===== src/rtl/srx_pkg.sv =====
package srx_pkg;
  localparam int unsigned WORD_W = 10;
  localparam int unsigned STAT_W = 9;

  localparam logic [2:0] MODE_D8   = 3'd1;
  localparam logic [2:0] MODE_D7P  = 3'd3;
  localparam logic [2:0] MODE_D9   = 3'd4;
  localparam logic [2:0] MODE_D8W  = 3'd5;
  localparam logic [2:0] MODE_D8P  = 3'd7;

  typedef enum logic [1:0] {S_IDLE, S_START, S_BITS, S_STOP} rx_state_e;

  function automatic logic has_parity(input logic [2:0] m);
    return (m == MODE_D7P) || (m == MODE_D8P);
  endfunction

  // bits between start and stop
  function automatic logic [3:0] frame_bits(input logic [2:0] m);
    return (m == MODE_D8P || m == MODE_D9 || m == MODE_D8W) ? 4'd9 : 4'd8;
  endfunction
endpackage


===== src/rtl/srx_framer.sv =====
module srx_framer
  import srx_pkg::*;
#(
  parameter int unsigned OSR = 16
) (
  input  logic              clk_i,
  input  logic              rst_ni,
  input  logic              rxd_i,
  input  logic              tick_i,
  input  logic              active_i,
  input  logic [2:0]        mode_i,
  input  logic              odd_par_i,
  output logic              push_o,
  output logic [WORD_W-1:0] word_o
);
  localparam int unsigned CW = $clog2(OSR);
  localparam logic [CW-1:0] MID  = CW'(OSR/2 - 1);
  localparam logic [CW-1:0] LAST = CW'(OSR - 1);

  logic            rxd_m, rxd_s, armed;
  rx_state_e       st;
  logic [CW-1:0]   cnt;
  logic [3:0]      idx;
  logic [8:0]      sh;
  logic [WORD_W-1:0] asm_w;

  always_ff @(posedge clk_i or negedge rst_ni) begin
    if (!rst_ni) begin
      rxd_m <= 1'b1;
      rxd_s <= 1'b1;
    end else begin
      rxd_m <= rxd_i;
      rxd_s <= rxd_m;
    end
  end

  always_comb begin
    asm_w = '0;
    asm_w[9] = ~rxd_s;
    unique case (mode_i)
      MODE_D7P: begin
        asm_w[6:0] = sh[6:0];
        asm_w[8]   = (^sh[7:0]) ^ odd_par_i;
      end
      MODE_D8P: begin
        asm_w[7:0] = sh[7:0];
        asm_w[8]   = (^sh[8:0]) ^ odd_par_i;
      end
      MODE_D9, MODE_D8W: asm_w[8:0] = sh;
      default: asm_w[7:0] = sh[7:0];
    endcase
  end

  always_ff @(posedge clk_i or negedge rst_ni) begin
    if (!rst_ni) begin
      st <= S_IDLE; cnt <= '0; idx <= '0; sh <= '0;
      armed <= 1'b0; push_o <= 1'b0; word_o <= '0;
    end else if (!active_i) begin
      st <= S_IDLE; armed <= 1'b0; push_o <= 1'b0;
    end else begin
      push_o <= 1'b0;
      unique case (st)
        S_IDLE: begin
          if (rxd_s) armed <= 1'b1;
          else if (tick_i && armed) begin
            st <= S_START; cnt <= '0; armed <= 1'b0;
          end
        end
        S_START: if (tick_i) begin
          if (cnt == MID) begin
            cnt <= '0; idx <= '0; sh <= '0;
            st  <= rxd_s ? S_IDLE : S_BITS;
          end else cnt <= cnt + 1'b1;
        end
        S_BITS: if (tick_i) begin
          if (cnt == LAST) begin
            cnt <= '0;
            sh[idx] <= rxd_s;
            if (idx == frame_bits(mode_i) - 4'd1) st <= S_STOP;
            else idx <= idx + 4'd1;
          end else cnt <= cnt + 1'b1;
        end
        S_STOP: if (tick_i) begin
          if (cnt == LAST) begin
            push_o <= 1'b1;
            word_o <= asm_w;
            armed  <= rxd_s;
            st     <= S_IDLE;
          end else cnt <= cnt + 1'b1;
        end
        default: st <= S_IDLE;
      endcase
    end
  end
endmodule


===== src/rtl/srx_fifo.sv =====
module srx_fifo #(
  parameter int unsigned W     = 10,
  parameter int unsigned DEPTH = 16
) (
  input  logic                       clk_i,
  input  logic                       rst_ni,
  input  logic                       flush_i,
  input  logic                       push_i,
  input  logic [W-1:0]               din_i,
  input  logic                       pop_i,
  output logic [W-1:0]               head_o,
  output logic [W-1:0]               dout_o,
  output logic [$clog2(DEPTH):0]     count_o,
  output logic                       ovr_o
);
  localparam int unsigned AW = $clog2(DEPTH);

  logic [W-1:0]  mem [DEPTH];
  logic [AW-1:0] wp, rp;
  logic          full, empty, do_pop, do_push;

  assign full    = (count_o == (AW+1)'(DEPTH));
  assign empty   = (count_o == '0);
  assign do_pop  = pop_i && !empty;
  assign do_push = push_i && (!full || do_pop);
  assign head_o  = mem[rp];

  always_ff @(posedge clk_i) begin
    if (do_push && !flush_i) mem[wp] <= din_i;
  end

  always_ff @(posedge clk_i or negedge rst_ni) begin
    if (!rst_ni) begin
      wp <= '0; rp <= '0; count_o <= '0; ovr_o <= 1'b0; dout_o <= '0;
    end else if (flush_i) begin
      wp <= '0; rp <= '0; count_o <= '0; ovr_o <= 1'b0;
    end else begin
      if (do_push) wp <= wp + 1'b1;
      if (do_pop) begin
        rp     <= rp + 1'b1;
        dout_o <= mem[rp];
      end
      count_o <= count_o + (AW+1)'(do_push) - (AW+1)'(do_pop);
      if (do_pop)                ovr_o <= 1'b0;
      else if (push_i && full)   ovr_o <= 1'b1;
    end
  end
endmodule


===== src/rtl/srx_idle_timer.sv =====
module srx_idle_timer #(
  parameter int unsigned CHAR_TICKS = 160,
  parameter int unsigned LIM_W      = 8
) (
  input  logic             clk_i,
  input  logic             rst_ni,
  input  logic             tick_i,
  input  logic             restart_i,
  input  logic             empty_i,
  input  logic [LIM_W-1:0] limit_i,
  output logic             to_o
);
  localparam int unsigned TW = $clog2(CHAR_TICKS);

  logic [TW-1:0]    tcnt;
  logic [LIM_W-1:0] ccnt;

  always_ff @(posedge clk_i or negedge rst_ni) begin
    if (!rst_ni) begin
      tcnt <= '0; ccnt <= '0; to_o <= 1'b0;
    end else if (restart_i || empty_i) begin
      tcnt <= '0; ccnt <= '0; to_o <= 1'b0;
    end else if (!to_o && limit_i != '0) begin
      if (ccnt == limit_i) to_o <= 1'b1;
      else if (tick_i) begin
        if (tcnt == TW'(CHAR_TICKS - 1)) begin
          tcnt <= '0;
          ccnt <= ccnt + 1'b1;
        end else tcnt <= tcnt + 1'b1;
      end
    end
  end
endmodule


===== src/rtl/srx_top.sv =====
module srx_top
  import srx_pkg::*;
#(
  parameter int unsigned DEPTH      = 16,
  parameter int unsigned OSR        = 16,
  parameter int unsigned CHAR_TICKS = 160,
  parameter int unsigned LIM_W      = 8
) (
  input  logic              clk_i,
  input  logic              rst_ni,
  input  logic              rxd_i,
  input  logic              tick_i,
  input  logic              rx_en_i,
  input  logic              run_i,
  input  logic [2:0]        mode_i,
  input  logic              odd_par_i,
  input  logic [LIM_W-1:0]  idle_limit_i,
  input  logic              flush_i,
  input  logic              rd_i,
  input  logic [STAT_W-1:0] int_en_i,
  output logic [WORD_W-1:0] rd_data_o,
  output logic [STAT_W-1:0] status_o,
  output logic              irq_o
);
  localparam int unsigned CNT_W = $clog2(DEPTH) + 1;

  logic              active, push, ovr, to_flag, empty;
  logic [WORD_W-1:0] word, head;
  logic [CNT_W-1:0]  count;

  assign active = rx_en_i && run_i;
  assign empty  = (count == '0);

  srx_framer #(.OSR(OSR)) u_framer (
    .clk_i, .rst_ni, .rxd_i, .tick_i,
    .active_i (active),
    .mode_i, .odd_par_i,
    .push_o   (push),
    .word_o   (word)
  );

  srx_fifo #(.W(WORD_W), .DEPTH(DEPTH)) u_fifo (
    .clk_i, .rst_ni, .flush_i,
    .push_i  (push),
    .din_i   (word),
    .pop_i   (rd_i),
    .head_o  (head),
    .dout_o  (rd_data_o),
    .count_o (count),
    .ovr_o   (ovr)
  );

  srx_idle_timer #(.CHAR_TICKS(CHAR_TICKS), .LIM_W(LIM_W)) u_timer (
    .clk_i, .rst_ni, .tick_i,
    .restart_i (push || flush_i || (rd_i && !empty)),
    .empty_i   (empty),
    .limit_i   (idle_limit_i),
    .to_o      (to_flag)
  );

  always_comb begin
    status_o    = '0;
    status_o[0] = !empty;
    status_o[3] = !empty && head[8] && has_parity(mode_i);
    status_o[4] = !empty && head[9];
    status_o[5] = ovr;
    status_o[7] = to_flag;
    status_o[8] = (count >= CNT_W'(DEPTH/2));
  end

  assign irq_o = |(status_o & int_en_i);
endmodule


===== config.mk =====
export PLATFORM = sky130hd
export DESIGN_NAME = srx_top
export DESIGN_NICKNAME = d
export VERILOG_FILES = /design/src/rtl/srx_pkg.sv /design/src/rtl/srx_framer.sv /design/src/rtl/srx_fifo.sv /design/src/rtl/srx_idle_timer.sv /design/src/rtl/srx_top.sv
export SDC_FILE = /design/constraint.sdc
export NUM_CORES = 1
export LEC_CHECK = 0
export ABC_AREA = 0
export BUFFER_PORTS_ARGS = -buffer_cell sky130_fd_sc_hd__buf_2
export CAP_MARGIN = 15
export CORE_ASPECT_RATIO = 0.6
export CORE_MARGIN = 2
export CORE_UTILIZATION = 55
export DETAILED_ROUTE_END_ITERATION = 10
export PLACE_DENSITY_LB_ADDON = 0.15
export RECOVER_POWER = 100
export SYNTH_ARGS = -nofsm -noshare
export SYNTH_HDL_FRONTEND = slang
export SYNTH_SLANG_ARGS = --single-unit

===== constraint.sdc =====
create_clock -name clk_i -period 3.1 [get_ports clk_i]
set_input_delay 0.155 -clock clk_i [delete_from_list [all_inputs] [get_ports clk_i]]
set_output_delay 0.155 -clock clk_i [all_outputs]
set_load 0.02 [all_outputs]

==> summary.md, run 1 <==
| Metric | Value |
|---|---|
| CTS tree | yes |
| Reg-to-Reg Start | u_fifo.count_o[2] |
| Sw frac | between 20% and 30% |
| CTS sink count | 234 |
| Combinational share of power | between 15 and 20% |
| Ratio of cells with drive above 1 in the final layout | approximately 20% |
| Crit end category | output pin |
| Largest net degree at the start of global routing | between 70 and 80 |
| DRT antenna net count | 0 |
| Die X | between 150 and 200 um |
| Fmax | between 0.3 and 0.4 GHz |
| Worst Reg-to-Reg Cells | 7 |
| Port Buffers | 42 |
| Max FO, Critical Path | 13 |
| Post-CTS Setup Bufs | 0 |
| Cell count after synthesis | roughly 670 |
| CP arrival | 2.77 ns |
| Result of the run | complete, but fails checks |
| HPWL Detailed | 13.7 mm |
| Biggest area consumer among synthesized cells | edfxtp_1 |
| R2R Path End | u_fifo.mem[0][5] |
| Critical path startpoint | u_fifo.rp[0] |
| CP startpoint kind | flip-flop |
| Final net count | between 700 and 800 |
| Yosys reg bits | around 230 |
| Multi-input logic area | between 0.003 and 0.004 mm^2 |
| Vias in the first global route | 5,730 |
| DR vias | slightly below 6k |
| Clk_skew | about 0.013 ns |
| Initial core utilization | 56.4% |
| P_sw | 0.00193 W |
| Hold Violations, Final | 0 |
| Top-count cell post-synth | edfxtp_1 |
| Post-synth top cells | 160 x edfxtp_1, 72 x dfrtp_1, 48 x mux4_2 |
| Crit share post-route | 94.2% |
| EDFF count, synth | 160 |
| Core Area | between 0.015 and 0.02 mm^2 |
| FILL cells | 1,291 |
| Worst IR drop on VDD | 425 uV |
| Area share of the largest cell type after synthesis | 46.7% |
| Num CTS Buffers | 22 |
| Failing checks | capacitance limit, slew limit |
| Synth-to-Final Area Change | 11.6% |
| Die area | around 0.020 mm^2 |
| Cell Rows | 38 |
| Worst-path cell chain | mux4_2 > mux2i_1 > mux2i_1 > nor3b_1 > a221o_1 > clkbuf_2 |
| Root Buffer | clkbuf_16 |
| Grt ovf | 0 |
| Mapped cell area | between 0.01 and 0.015 mm^2 |
| Synth Warn # | 0 |
| Max Cap Viol | 1 |
| Initial DRC Count | 780 |
| Final setup fails | 0 |
| Seq/Total Area, Yosys | 64.8% |
| Top Ports | slightly below 50 |
| Bufs on Longest Clock Path | 3 |
| # H-tree levels | 1 |
| Synth async-reset ratio | 31.6% |
| Die height | 110 um |
| Main area contributors after synthesis | edfxtp_1 47%, dfrtp_1 18%, mux4_2 11% |
| Slew @ Worst Pin | around 1.9 ns |
| Hold Crit Class | input port to flip-flop |
| Reg power frac | 47.7% |
| 1st-pass router iterations | 6 |
| Worst Setup EP | irq_o |
| Final slew viol count | between 70 and 80 |
| WS Path Type | flip-flop to output pin |
| Relative slew margins | -27.8% |
| Fin Setup TNS | 0 ns |
| Routability cong. | between 0.8 and 0.9 |
| Remaining routing DRC violations | 0 |
| Dominant synthesized flop cell | edfxtp_1 |
| RSZ-0062 raised after global routing | false |
| Tot Pwr | around 0.0075 W |
| DRT Wirelength | about 21 mm |
| Leakage | about 4.4 nW |
| Initial antenna violation count | 1 |
| Worst-path clk slew | 0.07 ns |
| Internal power | 0.00555 W |
| Clock power share | around 36% |
| Crit-path slowest cell | dfrtp_4 |
| Syn avg cell area | 15.4 um^2 |
| Number of antenna diodes | 0 |
| Total Routing Usage GR | 21.9% |
| Sequential cell area | ~0.0067 mm^2 |
| Vias/cell | between 5 and 6 |
| Most used cell, CP | mux2i_1 |
| Post-synthesis cell type count | 61 |
| R2R setup slack | between 0.3 and 0.4 ns |
| Post-layout min period | between 2 and 3 ns |
| Clk_lat worst skew | 0.50 ns |
| Req. time, crit path | 2.94 ns |
| Cell Pwr Density | 652 mW/mm^2 |
| Routed len/inst | 21.3 um |
| Max incr delay on CP | 0.58 ns |
| First-pass GRT wire length | 32.7 mm |
[metrics by stage]
| stage | utilization, % | setup WS [ns] | cell area (um^2) | hold slack (ns) | instances |
|---|---|---|---|---|---|
| floorplan | - | 0.662 | 10300 | -0.141 | 669 |
| global placement | 59.2 | 0.550 | 10800 | 0.259 | 940 |
| detailed placement | 59.2 | 0.506 | 10800 | 0.261 | 940 |
| CTS | 63.4 | 0.0821 | 11600 | 0.0214 | 985 |
| global route | 63.0 | 0.0310 | 11500 | 0.0576 | 985 |
| finish | 63.0 | 0.179 | 11500 | 0.0314 | 985 |
[state kept, by name, summed over array words and instances, names as in the netlist, 5 cells and up]
name / cells
u_framer.sh: 9
u_fifo.dout_o: 10
u_fifo.mem: 160
u_timer.ccnt: 8
u_fifo.count_o: 5
u_timer.tcnt: 8
u_framer.word_o: 10
[metal layers]
layer	global-route usage (%)	share of wire [%]
met5	0	0
met1	33.4	46
met2	33.6	46
met4	5.30	1.9
met3	3.54	6.2
[kinds of logic (layout without fill, tap and decap cells)]
kind of cell             after synthesis  in the layout  share of synthesized area, %
flip-flops                           234            234                          64.8
AO/OA/AOI/OAI                        105            105                          6.70
multiplexers                          73             73                          13.2
AND/OR/NAND/NOR                      150            150                          7.80
adder cells (fa/ha/maj)               19             19                          2.39
other                                  1              3                        0.0365
buffers and inverters                 59            135                          2.78
XOR/XNOR                              26             26                          2.35
[worst max-delay path, delay by kind of cell, from the launching register on]
kind                   cells  cell delay [ns]
muxes                      3             1.00
buffers and inverters      1             0.16
DFF                        1             0.58
and+or+nand+nor            1             0.21
AOI/OAI and AO/OA          1             0.30
[cell type report]
type / count / area share [%]
multi-input cells: 376 / 29.1
inverters: 27 / 0.883
repair buffers: 68 / 3.02
clock buffers: 31 / 5.63
well taps: 240 / 2.62
clock inverters: 9 / 0.720
flip-flops and latches: 234 / 58.1
[worst min path at each step]
stage / to / start / cells after the start / slack, ns
after floorplan: u_fifo.count_o[0] / rst_ni / 0 / -0.14
after CTS: u_framer.word_o[8] / mode_i[0] / 3 / 0.02
final: u_framer.word_o[8] / mode_i[0] / 3 / 0.03
after global placement: u_framer.rxd_m / rxd_i / 1 / 0.26
after global routing: u_framer.word_o[8] / mode_i[1] / 3 / 0.06
after detailed placement: u_framer.rxd_m / rxd_i / 1 / 0.26
[what timing repair did]
action	4_1_cts	5_1_grt
setup endpoints to repair	0	1
resized for setup	0	1
hold buffers	5	0
endpoints found under the hold margin	77	0
[layout by cell type, fill, tap and decap left out, types with 5 or more instances in the layout]
master	instances
nor3b_1	5
nand2b_1	5
dlygate4sd3_1	5
or3_1	8
mux2_2	18
nand2_1	31
edfxtp_1	160
o22ai_1	5
a21oi_1	28
mux2i_1	7
clkbuf_1	31
mux4_2	48
and2_0	11
inv_1	27
o21ai_0	28
ha_1	18
buf_2	24
clkbuf_16	23
dfrtp_1	71
clkbuf_2	6
nand3_1	12
buf_4	6
o31ai_1	5
and3_1	8
nor2_1	32
xor2_1	8
xnor2_1	17
nand4_1	8
nor2b_1	8
[power groups by stage]
| stage | clock network (W) | registers (W) | logic, W |
|---|---|---|---|
| after global placement | 0 | 0.00362 | 0.00125 |
| after detailed placement | 0 | 0.00363 | 0.00128 |
| final | 0.00268 | 0.00357 | 0.00124 |
| after global routing | 0.00285 | 0.00359 | 0.00137 |
| after CTS | 0.00272 | 0.00356 | 0.00129 |
| after floorplan | 0 | 0.00363 | 0.000975 |
Note: power is estimated with default switching activity, not from simulation.
==> run 2, diff against run 1 <==
--- a/config.mk
+++ b/config.mk
@@ -13,7 +13,7 @@
 export CORE_UTILIZATION = 55
 export DETAILED_ROUTE_END_ITERATION = 10
 export PLACE_DENSITY_LB_ADDON = 0.15
-export RECOVER_POWER = 100
+export RECOVER_POWER = 50
 export SYNTH_ARGS = -nofsm -noshare
 export SYNTH_HDL_FRONTEND = slang
 export SYNTH_SLANG_ARGS = --single-unit
==> run 2 against run 1 <==
Compared with the run above:
- the run still ends with capacitance limit, slew limit left
- non-clock buffer count unchanged
- global-route usage unchanged
- largest cell class unchanged
- critical endpoint unchanged
- final area grew 0.62%
- sequential cell count stayed put
- total power is 0.30% higher
- largest power group unchanged
- utilization is 0.39 points higher
- maximum frequency grew 0.17%
- die area unchanged
- critical path depth did not move
- first-iteration DRC count is 7.1% lower
==> summary.md, run 2 (synthesized netlist as in run 1, its figures left out) <==
| Metric | Value |
|---|---|
| # H-tree levels | 1 (unchanged) |
| DR vias | 5,853 (-0.15%) |
| Die height | 110 um (unchanged) |
| CP startpoint kind | flip-flop |
| Largest registers | u_fifo.mem x160, u_fifo.dout_o x10, u_framer.word_o x10 |
| Bufs on Longest Clock Path | 3 (unchanged) |
| Initial antenna violation count | 1 (unchanged) |
| Sequential cell area | 0.00666 mm^2 (unchanged) |
| Leakage | 4.44 nW (+2.1%) |
| Relative slew margins | -27.4% (+0.40 points) |
| Vias in the first global route | 5,730 (unchanged) |
| Hold_sp | mode_i[0] |
| Reg-to-Reg Start | u_fifo.count_o[2] |
| CP arrival | 2.76 ns (about the same) |
| Clk_lat worst skew | 0.50 ns (about the same) |
| Slew @ Worst Pin | 1.91 ns (-0.00596 ns) |
| Post-layout min period | 2.92 ns (-0.00488 ns) |
| Grt ovf | 0 (unchanged) |
| Clk_skew | 0.0129 ns (-0.000157 ns) |
| Root Buffer | clkbuf_16 |
| Most common cell after layout, fill and taps aside | edfxtp_1 |
| Failing checks | capacitance limit, slew limit |
| Final slew viol count | 75 (unchanged) |
| Hold endpoint | u_framer.word_o[8] |
| RSZ-0062 raised after global routing | false |
| Post-route setup slack | 0.184 ns (+0.00488 ns) |
| Routed len/inst | 21.2 um (-0.26%) |
| Placement Setup Slack | 0.506 ns (unchanged) |
| Crit end category | output pin |
| Cell Pwr Density | 650 mW/mm^2 (-0.32%) |
| Most frequent cells in the layout | 160 x edfxtp_1, 71 x dfrtp_1, 48 x mux4_2 |
| First-pass GRT wire length | 32.7 mm (unchanged) |
| WS Path Type | flip-flop to output pin |
| Remaining routing DRC violations | 0 (unchanged) |
| Final net count | 777 (unchanged) |
| Result of the run | complete, but fails checks |
| CTS sink count | 234 (unchanged) |
| Reg with most FFs | u_fifo.mem |
| Number of antenna diodes | 0 (unchanged) |
| Worst IR drop on VDD | 426 uV (+0.16%) |
| DRT Wirelength | 20.9 mm (-0.26%) |
| Port Buffers | 42 (unchanged) |
| Routability cong. | 0.832 (unchanged) |
| R2R setup slack | 0.48 ns (+0.14 ns) |
| Hold Violations, Final | 0 (unchanged) |
| Hold Crit Class | input port to flip-flop |
| FILL cells | 1,273 (-1.4%) |
| HPWL Detailed | 13.7 mm (unchanged) |
| Multi-input logic area | 0.00334 mm^2 (+0.26%) |
| Req. time, crit path | 2.94 ns (about the same) |
| Core Area | 0.0182 mm^2 (unchanged) |
| Post-CTS Setup Bufs | 0 (unchanged) |
| Worst-path clk slew | 0.07 ns (about the same) |
| Initial core utilization | 56.4% (unchanged) |
| R2R Path End | u_fifo.count_o[4] |
| 1st-pass router iterations | 5 (-1) |
| Ratio of cells with drive above 1 in the final layout | 22.8% (+3.1 points) |
| Fmax | 0.343 GHz (+0.17%) |
| Synth-to-Final Area Change | 12.3% |
| Max Cap Viol | 1 (unchanged) |
| CTS tree | yes |
| Fin Setup TNS | 0 ns (unchanged) |
| Vias/cell | 5.94 (-0.15%) |
| Worst Reg-to-Reg Cells | 14 (+7) |
| Num CTS Buffers | 22 (unchanged) |
| Cell Rows | 38 (unchanged) |
| Die area | 0.0198 mm^2 (unchanged) |
| Max FO, Critical Path | 13 (unchanged) |
| Final setup fails | 0 (unchanged) |
| Max reg flops | 160 (unchanged) |
| Largest net degree at the start of global routing | 75 (unchanged) |
| Crit share post-route | 94.1% (-0.16 points) |
| Worst Hold Depth | 3 (unchanged) |
| Top Ports | 49 (unchanged) |
| Die X | 180 um (unchanged) |
| DRT antenna net count | 0 (unchanged) |
| Total Routing Usage GR | 21.9% (unchanged) |
| Initial DRC Count | 725 (-7.1%) |
-- run 2: report_power, final --
part | internal [W] | switching [W]
sequential | 0.00343 | 0.000140
combinational | 0.000599 | 0.000659
clock | 0.00155 | 0.00113
-- run 2: metrics by stage --
stage / area (um^2) / utilization (%) / std cells / hold WS [ns] / total power, W
2_1_floorplan: 10300 / - / 669 / -0.141 / 0.00461
3_3_place_gp: 10800 / 59.2 / 940 / 0.259 / 0.00487
3_5_place_dp: 10800 / 59.2 / 940 / 0.261 / 0.00490
4_1_cts: 11600 / 63.4 / 985 / 0.0214 / 0.00757
5_1_grt: 11500 / 63.4 / 985 / 0.0567 / 0.00783
6_report: 11500 / 63.4 / 985 / 0.0285 / 0.00750
-- run 2: final cells by class --
class	count	share of cell area [%]
clock buffers	31	5.59
clock inverters	9	0.715
inverters	27	0.878
multi-input cells	376	29.0
flip-flops and latches	234	57.7
well taps	240	2.60
repair buffers	68	3.54
-- run 2: repair_timing --
| action | 4_1_cts | 5_1_grt |
|---|---|---|
| hold buffers | 5 | 0 |
| setup endpoints to repair | 0 | 1 |
| gates resized for setup | 0 | 1 |
| hold endpoints to repair | 77 | 0 |
-- run 2: worst max-delay path, cell delays in order, from the launching register on --
cell     delay, ns
dfrtp_4       0.59
mux4_2        0.57
mux2i_1       0.22
mux2i_1       0.21
nor3b_1       0.21
a221o_1       0.30
buf_2         0.16
-- run 2: layer usage --
| metal | vias up | share of wire, % | GRT usage [%] |
|---|---|---|---|
| li1 | 2671 | - | - |
| met4 | 0 | 1.9 | 5.30 |
| met2 | 191 | 45 | 33.6 |
| met5 | - | 0 | 0 |
| met1 | 2960 | 46 | 33.4 |
| met3 | 31 | 6.6 | 3.54 |
-- run 2: how the worst max path moves through the flow --
stage          cells after the start           endpoint  slack, ns              start
2_1_floorplan                     14  u_fifo.count_o[4]       0.66  u_fifo.count_o[2]
3_3_place_gp                      14  u_fifo.count_o[4]       0.55  u_fifo.count_o[3]
3_5_place_dp                      14  u_fifo.count_o[4]       0.51  u_fifo.count_o[2]
4_1_cts                            6              irq_o       0.08       u_fifo.rp[0]
5_1_grt                            6              irq_o       0.03       u_fifo.rp[0]
6_report                           6              irq_o       0.18       u_fifo.rp[0]
